===== src/rtl/mbus_pkg.sv =====
package mbus_pkg;

    typedef enum logic [1:0] {
        ST_IDLE    = 2'd0,
        ST_ACCESS  = 2'd1,
        ST_RELEASE = 2'd2
    } mbus_state_t;

    typedef enum logic {
        KIND_RD = 1'b0,
        KIND_WR = 1'b1
    } mbus_kind_t;

    function automatic logic strobe_for(input mbus_state_t st,
                                        input mbus_kind_t kd,
                                        input mbus_kind_t want);
        return (st == ST_ACCESS) && (kd == want);
    endfunction

endpackage


===== src/rtl/mbus_seq.sv =====
module mbus_seq
    import mbus_pkg::*;
(
    input  logic        clk,
    input  logic        rst,
    input  logic        req_valid,
    input  logic        mem_ready,
    output logic        load,
    output logic        capture,
    output mbus_state_t state
);
    mbus_state_t nxt;

    always_comb begin
        nxt     = state;
        load    = 1'b0;
        capture = 1'b0;
        unique case (state)
            ST_IDLE: begin
                if (req_valid) begin
                    load = 1'b1;
                    nxt  = ST_ACCESS;
                end
            end
            ST_ACCESS: begin
                if (mem_ready) begin
                    capture = 1'b1;
                    nxt     = ST_RELEASE;
                end
            end
            ST_RELEASE: nxt = ST_IDLE;
            default:    nxt = ST_IDLE;
        endcase
    end

    always_ff @(posedge clk) begin
        if (rst) state <= ST_IDLE;
        else     state <= nxt;
    end
endmodule


===== src/rtl/mbus_req_reg.sv =====
module mbus_req_reg
    import mbus_pkg::*;
#(
    parameter int ADDR_W = 16,
    parameter int DATA_W = 16
) (
    input  logic              clk,
    input  logic              rst,
    input  logic              load,
    input  logic              in_write,
    input  logic [ADDR_W-1:0] in_addr,
    input  logic [DATA_W-1:0] in_wdata,
    output mbus_kind_t        kind,
    output logic [ADDR_W-2:0] word_addr,
    output logic [DATA_W-1:0] wdata
);
    always_ff @(posedge clk) begin
        if (rst) begin
            kind      <= KIND_RD;
            word_addr <= '0;
            wdata     <= '0;
        end else if (load) begin
            kind      <= in_write ? KIND_WR : KIND_RD;
            word_addr <= in_addr[ADDR_W-1:1];
            wdata     <= in_wdata;
        end
    end
endmodule


===== src/rtl/mbus_rd_hold.sv =====
module mbus_rd_hold #(
    parameter int DATA_W = 16
) (
    input  logic              clk,
    input  logic              rst,
    input  logic              take,
    input  logic [DATA_W-1:0] bus_in,
    output logic [DATA_W-1:0] held
);
    always_ff @(posedge clk) begin
        if (rst)       held <= '0;
        else if (take) held <= bus_in;
    end
endmodule


===== src/rtl/mbus_master.sv =====
module mbus_master
    import mbus_pkg::*;
#(
    parameter int ADDR_W = 16,
    parameter int DATA_W = 16
) (
    input  logic              clk,
    input  logic              rst,
    input  logic              req_valid,
    input  logic              req_write,
    input  logic [ADDR_W-1:0] req_addr,
    input  logic [DATA_W-1:0] req_wdata,
    output logic              req_ready,
    output logic              done,
    output logic [DATA_W-1:0] rdata,
    output logic              mem_read,
    output logic              mem_write,
    output logic [ADDR_W-2:0] mem_addr,
    output logic [DATA_W-1:0] mem_wdata,
    input  logic [DATA_W-1:0] mem_rdata,
    input  logic              mem_ready
);
    mbus_state_t state;
    mbus_kind_t  kind;
    logic        load;
    logic        capture;

    mbus_seq u_seq (
        .clk       (clk),
        .rst       (rst),
        .req_valid (req_valid),
        .mem_ready (mem_ready),
        .load      (load),
        .capture   (capture),
        .state     (state)
    );

    mbus_req_reg #(.ADDR_W(ADDR_W), .DATA_W(DATA_W)) u_req (
        .clk       (clk),
        .rst       (rst),
        .load      (load),
        .in_write  (req_write),
        .in_addr   (req_addr),
        .in_wdata  (req_wdata),
        .kind      (kind),
        .word_addr (mem_addr),
        .wdata     (mem_wdata)
    );

    mbus_rd_hold #(.DATA_W(DATA_W)) u_hold (
        .clk    (clk),
        .rst    (rst),
        .take   (capture && (kind == KIND_RD)),
        .bus_in (mem_rdata),
        .held   (rdata)
    );

    assign mem_read  = strobe_for(state, kind, KIND_RD);
    assign mem_write = strobe_for(state, kind, KIND_WR);
    assign req_ready = (state == ST_IDLE);
    assign done      = (state == ST_RELEASE);
endmodule


===== config.mk =====
export PLATFORM = sky130hd
export DESIGN_NAME = mbus_master
export DESIGN_NICKNAME = d
export VERILOG_FILES = /design/src/rtl/mbus_pkg.sv /design/src/rtl/mbus_seq.sv /design/src/rtl/mbus_req_reg.sv /design/src/rtl/mbus_rd_hold.sv /design/src/rtl/mbus_master.sv
export SDC_FILE = /design/constraint.sdc
export NUM_CORES = 1
export LEC_CHECK = 0
export BUFFER_PORTS_ARGS = -buffer_cell sky130_fd_sc_hd__buf_2
export CAP_MARGIN = 20
export CORE_UTILIZATION = 46
export DETAILED_ROUTE_END_ITERATION = 8
export GPL_ROUTABILITY_DRIVEN = 0
export PLACE_DENSITY = 0.79
export SLEW_MARGIN = 20
export SYNTH_ARGS = -nofsm -noshare
export SYNTH_HDL_FRONTEND = slang
export SYNTH_SLANG_ARGS = --single-unit

===== constraint.sdc =====
create_clock -name clk -period 1.5 [get_ports clk]
set_input_delay 0.3 -clock clk [delete_from_list [all_inputs] [get_ports clk]]
set_output_delay 0.3 -clock clk [all_outputs]
set_load 0.1 [all_outputs]

-- After elaboration in Yosys (flattened, before gate mapping)
Cells that the tools add are included.
- bits in registers: 50
- word-level logic and storage cells: 23
- input bits: 53
- output and inout port bits: 51
- eq/ne operators: 4
- reduce and logical (&&, ||, !) cells: 5
- bitwise logic cells: 1
- multiplexer cells: 8
- operator list (kind ; number):
    $mux 1 ; 5
    $mux 2 ; 2
    $ne 2x2->1 const B ; 2
    $pmux 2 s2 ; 1
    $logic_and 1x1->1 ; 3
    $eq 2x1->1 const B ; 1
    $eq 2x2->1 const B ; 1
    $logic_not 2->1 ; 1
    $reduce_and 2->1 ; 1
    $not 1->1 ; 1

-- Depth between registers and ports, before layout
Gate-level depths: netlist of run 1.
- depth in word-level cells: 3
- mapped depth: 4

-- By module
Synthesis of run 1 repeated with hierarchy kept, for this count alone.
- cell total of the unflattened synthesis: 169
- area total of the unflattened synthesis: 1870.5 sq um
- modules (own cells, without submodules) (module ; seq. area each (sq um) ; area each (sq um) ; instances ; cells an instance):
    mbus_req_reg ; 640.6 ; 1163.6 ; 1 ; 103
    mbus_rd_hold ; 320.3 ; 580.6 ; 1 ; 52
    mbus_seq ; 40.0 ; 88.8 ; 1 ; 9
    mbus_master ; 0.0 ; 37.5 ; 1 ; 5

-- Worst setup path before layout of run 1
Ideal clock, no wire load.
- kind: register to output
- start point: reg u_seq.state[0]
- end point: out mem_read
- stages on the path, launching flop included: 2
- setup slack: -1437 ps
- required time: 1200 ps
- arrival: 2637 ps
- cell sequence: dfxtp_1 nor3b_1
- longest elaborated chain between the ends: 2
- ends and longest elaborated chain (what ; RTL line ; RTL):
    start, declared ; mbus_seq.sv:10 ; output mbus_state_t state
    start signal, assigned ; mbus_seq.sv:38 ; else state <= nxt;
    $eq 2x1->1 ; mbus_pkg.sv:17 ; return (st == ST_ACCESS) && (kd == want);
    $logic_and 1x1->1 ; mbus_pkg.sv:17 ;
    end, declared ; mbus_master.sv:16 ; output logic mem_read,
Every way passes these cells.

-- Final worst setup path of run 1
- start point: reg u_req.kind
- end point: out mem_write
- longest elaborated chain between the ends: 1
- ends and longest elaborated chain (what ; RTL line ; RTL):
    start, declared ; mbus_req_reg.sv:13 ; output mbus_kind_t kind,
    start signal, assigned ; mbus_req_reg.sv:23 ; kind <= in_write ? KIND_WR : KIND_RD;
    $logic_and 1x1->1 ; mbus_pkg.sv:17 ;
    end, declared ; mbus_master.sv:17 ; output logic mem_write,
Every way passes these cells.

==> impl_results.md, run 1 <==
- Synth Area in XOR/XNOR: 0%
- Clk slew on worst S/H paths: 0.09 ns
- Ys Warns: 0
- Pin count of the biggest net entering global routing: 41
- Fin nets: 372
- Mapped Nets: 272
- Design area: 0.00299 mm²
- Startpoint types: flop
- Achievable frequency: 0.698 GHz
- Cell Area, Placed: 0.00288 mm²
- Total CTS buffers: 5
- Tmin final: 1.43 ns
- First-pass GRT wire length: 7070 µm
- Hold-fix buffers, CTS: 0
- Die W: 71.8 µm
- Final wirelength: 4270 µm
- Peak VDD IR: 0.542 mV
- Dpl cells: 365
- Post-route ant nets: 0
- Crit-path max FO: 4
- Number of vias per cell: 4.75
- Max H-tree Level: 2
- Final setup viols: 0
- Max Slew Vio Count: 0
- Finished Layout Cells: 374
- Clock buffer depth: 2
- CP Capture Type: output pin
- Sequential cell area fraction in the yosys report: 44.6%
- # rows: 25
- Final count of hold timing violations: 0
- Flip-flop and latch count after synthesis: 50
- Pre-CTS setup slack: 0.222 ns
- I/O Buffers: 102
- Syn Std Cell Area: 0.00224 mm²
- Worst Tran Pin Value: 0.499 ns
- Core Util, Final: 63.7%
- DRC Markers: 0
- Synth Area in Compound Gates: 0.390%
- Synth cell types: 14
- Die Ht: 71.8 µm
- Layout area overhead: 33.3%
- Pwr Density: 1110 mW/mm²
- CTS tree: done
- WP data required: 1.20 ns
- Main combinational cell family by area after synthesis: simple AND/OR/NAND/NOR gates
- Final worst slack: 0.0682 ns
- Slowest-stage cell, CP: dfxtp_1
- Critical path cell sequence: and3b_2, buf_12
- Final TNS setup: 0 ns
- Post-DP HPWL: 3100 µm
- Layout cells sized above 1: 39.1%
- Starting Density: 47.8%
- Most frequent cells in the layout: buf_2 (98), nand2b_1 (96), mux2i_1 (48), dfxtp_1 (48)
- Total GRT Usage: 17.3%
- Unrepaired setup endpoints after global routing: false
- Worst path max stage delay: 0.42 ns
- Number of diodes: 0
- Initial antenna violation count: 0
- Worst Clk Skew: 0.00547 ns
- Outcome: finished, final reports clean
- Tcrit/Tclk final: 95.5%
- CP Class: reg -> out
- Overall die area: 0.00516 mm²
- Max cap viols: 0
- Post-synthesis mux area share: 21.4%
- Vias: 1776
- Num ports: 104
- Post-Synth Adder-Cell Area: 0%
- Global route overflow: 0
- Cells after Synth: 219
- Worst skew pair latency: 0.30 ns
- Critical Path AT: 1.13 ns
- Max_slew headroom: 67.0%
- Vias in the first global route: 1656
- Drt first pass iters: 4
- Syn avg cell area: 10.2 µm²
- Commonest non-fill, non-tap cell in the layout: buf_2
- Core ar.: 0.00469 mm²
- Synth Area in Simple Gates: 29.6%
- Hold Crit Class: in -> reg
- CTS sink cnt: 50
- Iter 0 DRT Violations: 80
- DR WL/cell: 11.4 µm
- Leak: 1.39 nW
- Clock Root Buffer: clkbuf_8
timing repair:
item                       in CTS  in global routing
pin swaps                       0                  0
setup endpoints to repair       3                  2
resized for setup               3                  1
setup buffers                   0                  1
metrics by stage:
stage	hold slack (ns)	power, W
final	0.235	0.00332
after global routing	0.238	0.00349
after CTS	0.219	0.00337
after detailed placement	0.457	0.00257
after global placement	0.454	0.00255
after floorplan	0.417	0.00235
routing by layer:
metal	share of wire (%)	global-route usage, %
met3	8.9	7.03
met2	46	28.9
met1	45	20.1
met5	0	0
met4	0.40	5.88
cell type report:
cell class | instances | area [µm²]
clock buffer | 7 | 86.3
multi-input combinational | 153 | 1170
clock inverter | 1 | 5.00
timing repair buffer | 109 | 648
fill | 409 | 1700
tap | 54 | 67.6
sequential | 50 | 1010
where the power goes:
part / total, W / internal (W) / switching [W] / leakage (nW)
registers: 0.00146 / 0.00141 / 0.0000466 / 0.411
clock network: 0.000788 / 0.000373 / 0.000416 / 0.0482
logic: 0.00108 / 0.000282 / 0.000796 / 0.933
critical path: cells and delay by family (launching register included):
family                 cells  cell delay, ns
DFF                        1            0.42
and+or+nand+nor            1            0.24
buffers and inverters      1            0.17
path summary, 6_finish.rpt:
check,startpoint,end,slack (ns),cells past startpoint
hold reg to reg,u_hold.held[9]$_SDFFE_PP0P_,u_hold.held[9]$_SDFFE_PP0P_,0.47,2
setup / recovery,u_req.kind$_SDFFE_PP0P_,mem_write,0.07,2
hold / removal,mem_ready,u_seq.state[0]$_SDFFE_PP0P_,0.24,2
setup reg to reg,u_seq.state[0]$_SDFFE_PP0P_,u_req.wdata[11]$_SDFFE_PP0P_,0.17,4
sequential cells by signal, indices dropped and copies added (netlist names):
name / flops
u_req.word_addr: 15
u_req.kind: 1
u_req.wdata: 16
u_hold.held: 16
u_seq.state: 2
cell families (layout without fill, tap and decap cells):
| group | after synthesis | in the layout |
|---|---|---|
| AOI/OAI and AO/OA | 1 | 1 |
| and+or+nand+nor | 104 | 104 |
| muxes | 48 | 48 |
| buffers and inverters | 16 | 117 |
| DFF | 50 | 50 |
cells in the mapped netlist, drive strengths merged:
cell,instances,area [µm²]
mux2i,48,480
buf,7,55.1
clkbuf,9,35.0
dfxtp,50,1000
a2111oi,1,8.76
nor2b,1,6.26
and4bb,2,25.0
nor2,2,7.51
and3b,1,8.76
nor3b,2,15.0
nand2b,96,601
Note: power is estimated with default switching activity, not from simulation.
==> run 2: changes to the inputs <==
--- a/config.mk
+++ b/config.mk
@@ -7,10 +7,10 @@
 export LEC_CHECK = 0
 export BUFFER_PORTS_ARGS = -buffer_cell sky130_fd_sc_hd__buf_2
 export CAP_MARGIN = 20
-export CORE_UTILIZATION = 46
+export CORE_UTILIZATION = 42
 export DETAILED_ROUTE_END_ITERATION = 8
 export GPL_ROUTABILITY_DRIVEN = 0
-export PLACE_DENSITY = 0.79
+export PLACE_DENSITY = 0.76
 export SLEW_MARGIN = 20
 export SYNTH_ARGS = -nofsm -noshare
 export SYNTH_HDL_FRONTEND = slang
==> constraint.sdc (replaced) <==
create_clock -name clk -period 1.2 [get_ports clk]
set_input_delay 0.24 -clock clk [delete_from_list [all_inputs] [get_ports clk]]
set_output_delay 0.24 -clock clk [all_outputs]
set_load 0.1 [all_outputs]
==> run 2 against run 1 <==
Against the previous run:
- the run now ends with setup timing left
- global-route usage up 2.6 points
- flip-flop and latch count unchanged
- combinational power increased by 67%
- first-iteration DRC count fell by 57%
- critical path depth increased by 1
- sequential power rose by 30%
- critical path type unchanged
- critical endpoint is now mem_read
- largest power group unchanged
==> impl_results.md, run 2 (synthesized netlist as in run 1, its figures left out) <==
- Drt first pass iters: 4
- CP Class: reg -> out
- Worst skew pair latency: 0.30 ns
- Unrepaired setup endpoints after global routing: true
- Cell Area, Placed: 0.00371 mm²
- Most frequent cells in the layout: nand2b_1 (96), buf_12 (54), buf_2 (51), dfxtp_2 (48), mux2i_1 (46)
- Design area: 0.00403 mm²
- Sw Share: 35.3%
- Top Registers: u_hold.held x16, u_req.wdata x16, u_req.word_addr x15
- Hold endpoint: u_seq.state[0]$_SDFFE_PP0P_
- Vias: 1872
- Starting Density: 43.6%
- DRC Markers: 0
- Hold-fix buffers, CTS: 0
- CTS sink cnt: 50
- R2R cell count: 6
- Sequential fraction of design power: 39.0%
- Clock buffer depth: 2
- Fin nets: 385
- CP Buf/Inv Count: 2
- Failing checks: setup timing
- Top Family by Delay on Critical Path: flip-flops
- Commonest non-fill, non-tap cell in the layout: nand2b_1
- Final wirelength: 5580 µm
- Max cap viols: 0
- Clock Root Buffer: clkbuf_8
- Layout cells sized above 1: 56.8%
- Critical path cell sequence: buf_6, nor3b_4, buf_12
- CP Capture Type: output pin
- Die W: 75.1 µm
- Clk slew on worst S/H paths: 0.09 ns
- WP data required: 0.96 ns
- Final worst slack: -0.257 ns
- Total CTS buffers: 5
- Initial antenna violation count: 0
- Global route overflow: 0
- Worst path max stage delay: 0.39 ns
- Die Ht: 75.1 µm
- Post-DP HPWL: 3760 µm
- Core ar.: 0.00514 mm²
- Pwr Density: 1210 mW/mm²
- GR Util met3: 8.43%
- Total GRT Usage: 20.0%
- Number of vias per cell: 4.65
- FF-to-FF setup slack: -0.15 ns
- Internal power: 0.00315 W
- Routing usage on met1: 20.4%
- Hold Crit Class: in -> reg
- Max H-tree Level: 2
- Max_slew headroom: 79.6%
- Outcome: finished, violations left
- Crit-path max FO: 4
- Comb pwr share: 37.0%
- Pin count of the biggest net entering global routing: 47
- Final setup viols: 52
- Post-route ant nets: 0
- Vias in the first global route: 1854
- Clock power share: 23.9%
- # rows: 26
- First-pass GRT wire length: 8360 µm
- Startpoint types: flop
- Slowest-stage cell, CP: dfxtp_4
- Final count of hold timing violations: 0
- Num ports: 104
- RR Endpoint: u_req.wdata[4]$_SDFFE_PP0P_
- Tcrit/Tclk final: 121%
- Number of diodes: 0
- Worst Tran Pin Value: 0.298 ns
- Layout area overhead: 79.6%
- Final TNS setup: -4.96 ns
- Max Slew Vio Count: 0
- R2R Path Start: u_seq.state[1]$_SDFFE_PP0P_
- Psw: 0.00172 W
- Worst Clk Skew: 0.00339 ns
- Iter 0 DRT Violations: 34
- Critical Path AT: 1.22 ns
- Tmin final: 1.46 ns
- Overall die area: 0.00564 mm²
- Hold Startpoint: mem_ready
- Leak: 1.67 nW
- CTS tree: done
- Peak VDD IR: 0.900 mV
- GRT busiest layer: met2
- Met2 usage: 37.6%
- Hold depth: 2
- Achievable frequency: 0.686 GHz
- I/O Buffers: 102
- FILL cells: 344
- DR WL/cell: 13.8 µm
-- run 2: cell count changes in the layout (fill, tap and decap cells not counted), moves of 4 or more --
cell,previous run,this run
dfxtp_1,48,0
buf_12,6,54
buf_8,0,4
buf_6,0,7
dfxtp_2,0,48
buf_2,98,51
-- run 2: through the flow --
step / std cells / power (W) / setup slack (ns) / hold slack, ns / utilization, %
6_report: 403 / 0.00487 / -0.257 / 0.156 / 78.4
4_1_cts: 401 / 0.00490 / -0.263 / 0.141 / 77.8
5_1_grt: 403 / 0.00504 / -0.326 / 0.163 / 78.4
2_1_floorplan: 219 / 0.00297 / -0.266 / 0.345 / -
3_3_place_gp: 384 / 0.00360 / -0.00403 / 0.459 / 72.2
3_5_place_dp: 384 / 0.00363 / -0.0958 / 0.468 / 72.2
-- run 2: what timing repair did --
| action | in CTS | in global routing |
|---|---|---|
| gates resized for setup | 16 | 11 |
| endpoints found under the hold margin | 0 | 0 |
| buffers inserted | 5 | 5 |
| setup endpoints to repair | 32 | 52 |
| pin swaps | 3 | 2 |
| gates cloned | 4 | 1 |
-- run 2: layout make-up --
| cell class | count | area, µm² | share of cell area (%) |
|---|---|---|---|
| Clock buffer | 5 | 68.8 | 1.71 |
| Clock inverter | 3 | 40.0 | 0.994 |
| Multi-Input combinational cell | 153 | 1210 | 29.9 |
| Sequential cell | 50 | 1070 | 26.5 |
| Tap cell | 70 | 87.6 | 2.17 |
| Timing Repair Buffer | 122 | 1560 | 38.7 |
-- run 2: how the worst max path moves through the flow --
stage,cells after the start,to,slack (ns),from
CTS,3,mem_read,-0.26,u_seq.state[1]$_SDFFE_PP0P_
global route,3,mem_read,-0.33,u_seq.state[0]$_SDFFE_PP0P_
global placement,3,u_req.wdata[1]$_SDFFE_PP0P_,-0.004,u_seq.state[0]$_SDFFE_PP0P_
finish,3,mem_read,-0.26,u_seq.state[0]$_SDFFE_PP0P_
floorplan,1,mem_read,-0.27,u_seq.state[0]$_SDFFE_PP0P_
detailed placement,3,u_req.wdata[7]$_SDFFE_PP0P_,-0.1,u_seq.state[0]$_SDFFE_PP0P_
-- run 2: power by group through the flow --
stage / registers [W] / clock network, W / logic, W
2_1_floorplan: 0.00259 / 0 / 0.000375
3_3_place_gp: 0.00193 / 0 / 0.00167
3_5_place_dp: 0.00194 / 0 / 0.00169
4_1_cts: 0.00190 / 0.00120 / 0.00179
5_1_grt: 0.00191 / 0.00126 / 0.00187
6_report: 0.00190 / 0.00117 / 0.00180
-- run 2: metal layers --
metal  part of all wire [%]  vias to the layer above
li1                       -                      934
met3                    8.7                        6
met5                      0                        -
met1                     37                      863
met2                     53                       69
met4                    1.2                        0
==> run 3: changes to the inputs <==
--- a/config.mk
+++ b/config.mk
@@ -10,7 +10,7 @@
 export CORE_UTILIZATION = 42
 export DETAILED_ROUTE_END_ITERATION = 8
 export GPL_ROUTABILITY_DRIVEN = 0
-export PLACE_DENSITY = 0.76
+export PLACE_DENSITY_LB_ADDON = 0.15
 export SLEW_MARGIN = 20
 export SYNTH_ARGS = -nofsm -noshare
 export SYNTH_HDL_FRONTEND = slang
==> run 3 against run 2 <==
Against the previous run:
- the run still ends with setup timing left
- critical path depth is the same
- non-clock buffer count shrank 3
- clock-buffer cell count grew 2
- first-iteration DRC count grew 74%
- clock skew is essentially flat
- final cell count shrank 0.99%
- critical path type unchanged
- largest cell class unchanged
- highest routed layer unchanged
==> impl_results.md, run 3 (synthesized netlist as in run 1, its figures left out) <==
- Outcome: finished, violations left
- Failing checks: setup timing
- Most frequent cells in the layout: nand2b_1 (96), buf_12 (54), buf_2 (51), dfxtp_2 (48), mux2i_1 (47)
- Vias in the first global route: 1814
- Die Ht: 75.1 µm
- Critical Path AT: 1.18 ns
- Peak VDD IR: 0.853 mV
- Total CTS buffers: 5
- Final TNS setup: -3.84 ns
- Fin nets: 382
- Tcrit/Tclk final: 118%
- FF-to-FF setup slack: -0.17 ns
- Number of vias per cell: 4.60
- Hold Crit Class: in -> reg
- Num ports: 104
- Layout cells sized above 1: 55.3%
- Clk slew on worst S/H paths: 0.09 ns
- Uppermost layer routed: met4
- Finished Layout Cells: 399
- Hold-fix buffers, CTS: 0
- First-pass GRT wire length: 8270 µm
- Hold Startpoint: mem_ready
- Comb pwr share: 38.7%
- Max_slew headroom: 79.2%
- Final wirelength: 5310 µm
- RR Endpoint: u_req.word_addr[10]$_SDFFE_PP0P_
- Sw Share: 36.5%
- CTS sink cnt: 50
- Overall die area: 0.00564 mm²
- Worst hold slack: 0.150 ns
- Hold depth: 2
- Top Family by Delay on Critical Path: flip-flops
- WP data required: 0.96 ns
- Final worst slack: -0.221 ns
- CTS tree: done
- Initial antenna violation count: 0
- Core ar.: 0.00514 mm²
- Max Slew Vio Count: 0
- Pre-CTS setup slack: -0.0137 ns
- DRC Markers: 0
- Tmin final: 1.42 ns
- Startpoint types: flop
- CP Buf/Inv Count: 2
- I/O Buffers: 102
- Worst path max stage delay: 0.36 ns
- Post-route ant nets: 0
- Commonest non-fill, non-tap cell in the layout: nand2b_1
- # rows: 26
- Leak: 1.63 nW
- Design area: 0.00395 mm²
- Global route overflow: 0
- Clock power share: 20.1%
- Dpl cells: 384
- Sequential fraction of design power: 41.2%
- Layout area overhead: 76.1%
- Met2 WL post-DR: 2740 µm
- Starting Density: 43.6%
- Iter 0 DRT Violations: 59
- Cell Area, Placed: 0.00370 mm²
- Worst Tran Pin Value: 0.304 ns
- Pin count of the biggest net entering global routing: 39
- Hold endpoint: u_seq.state[0]$_SDFFE_PP0P_
- Worst skew pair latency: 0.29 ns
- R2R Path Start: u_seq.state[1]$_SDFFE_PP0P_
- Top Registers: u_hold.held x16, u_req.wdata x16, u_req.word_addr x15
- Worst Clk Skew: 0.00356 ns
- Vias: 1834
- Drt first pass iters: 3
- Met3 WL: 440 µm
- Met1 wire length: 2100 µm
- DR WL/cell: 13.3 µm
- Psw: 0.00168 W
- R2R cell count: 6
- Crit-path max FO: 5
- Achievable frequency: 0.704 GHz
- Final setup viols: 36
- Number of diodes: 0
- CP Class: reg -> out
- CP Capture Type: output pin
- Critical path cell sequence: buf_6, nor3b_4, buf_12
- Max H-tree Level: 2
- Unrepaired setup endpoints after global routing: true
- Die W: 75.1 µm
- Post-DP HPWL: 3630 µm
- Total GRT Usage: 19.9%
- Slowest-stage cell, CP: dfxtp_4
- Clock Root Buffer: clkbuf_8
- Max cap viols: 0
- Clock buffer depth: 2
- Final count of hold timing violations: 0
- Internal power: 0.00293 W
- Pwr Density: 1170 mW/mm²
[run 3: cell types whose count changed in the layout (fill, tap and decap cells not counted), sizes merged]
| cell | delta |
|---|---|
| clkinv | -2 |
| clkbuf | +1 |
| buf | -2 |
| bufinv | -1 |
[run 3: final cells by class]
type	count	area, µm²
clock buffers	7	76.3
flip-flops and latches	50	1070
multi-input cells	153	1190
well taps	70	87.6
repair buffers	119	1520
fillers	363	1190
[run 3: timing repair]
| item | 4_1_cts | 5_1_grt |
|---|---|---|
| buffers inserted | 6 | 0 |
| setup endpoints to repair | 30 | 37 |
| resized for setup | 13 | 2 |
| cloned | 3 | 0 |
| pin swaps | 3 | 2 |
[run 3: power by group through the flow]
| stage | sequential [W] | combinational, W | clock, W |
|---|---|---|---|
| final | 0.00190 | 0.00178 | 0.000926 |
| after global routing | 0.00191 | 0.00185 | 0.00102 |
| after CTS | 0.00190 | 0.00179 | 0.000960 |
| after detailed placement | 0.00194 | 0.00167 | 0 |
| after global placement | 0.00193 | 0.00166 | 0 |
| after floorplan | 0.00259 | 0.000375 | 0 |
[run 3: metrics by stage]
step                utilization [%]  total power [W]
floorplan                         -          0.00297
global placement               72.0          0.00359
detailed placement             72.0          0.00361
CTS                            76.9          0.00465
global route                   76.9          0.00478
finish                         76.9          0.00461
[run 3: how the worst max path moves through the flow]
stage / start / to / slack, ns / cells past startpoint
floorplan: u_seq.state[0]$_SDFFE_PP0P_ / mem_read / -0.27 / 1
global placement: u_seq.state[0]$_SDFFE_PP0P_ / u_req.wdata[1]$_SDFFE_PP0P_ / 0.03 / 3
detailed placement: u_seq.state[0]$_SDFFE_PP0P_ / u_req.wdata[1]$_SDFFE_PP0P_ / -0.01 / 3
CTS: u_seq.state[1]$_SDFFE_PP0P_ / mem_read / -0.26 / 3
global route: u_seq.state[1]$_SDFFE_PP0P_ / mem_read / -0.29 / 3
finish: u_seq.state[1]$_SDFFE_PP0P_ / mem_read / -0.22 / 3
[run 3: layer usage]
metal | track usage (%) | vias up
li1 | - | 927
met1 | 21.3 | 840
met2 | 36.2 | 65
met3 | 7.90 | 2
met4 | 5.66 | 0
met5 | 0 | -
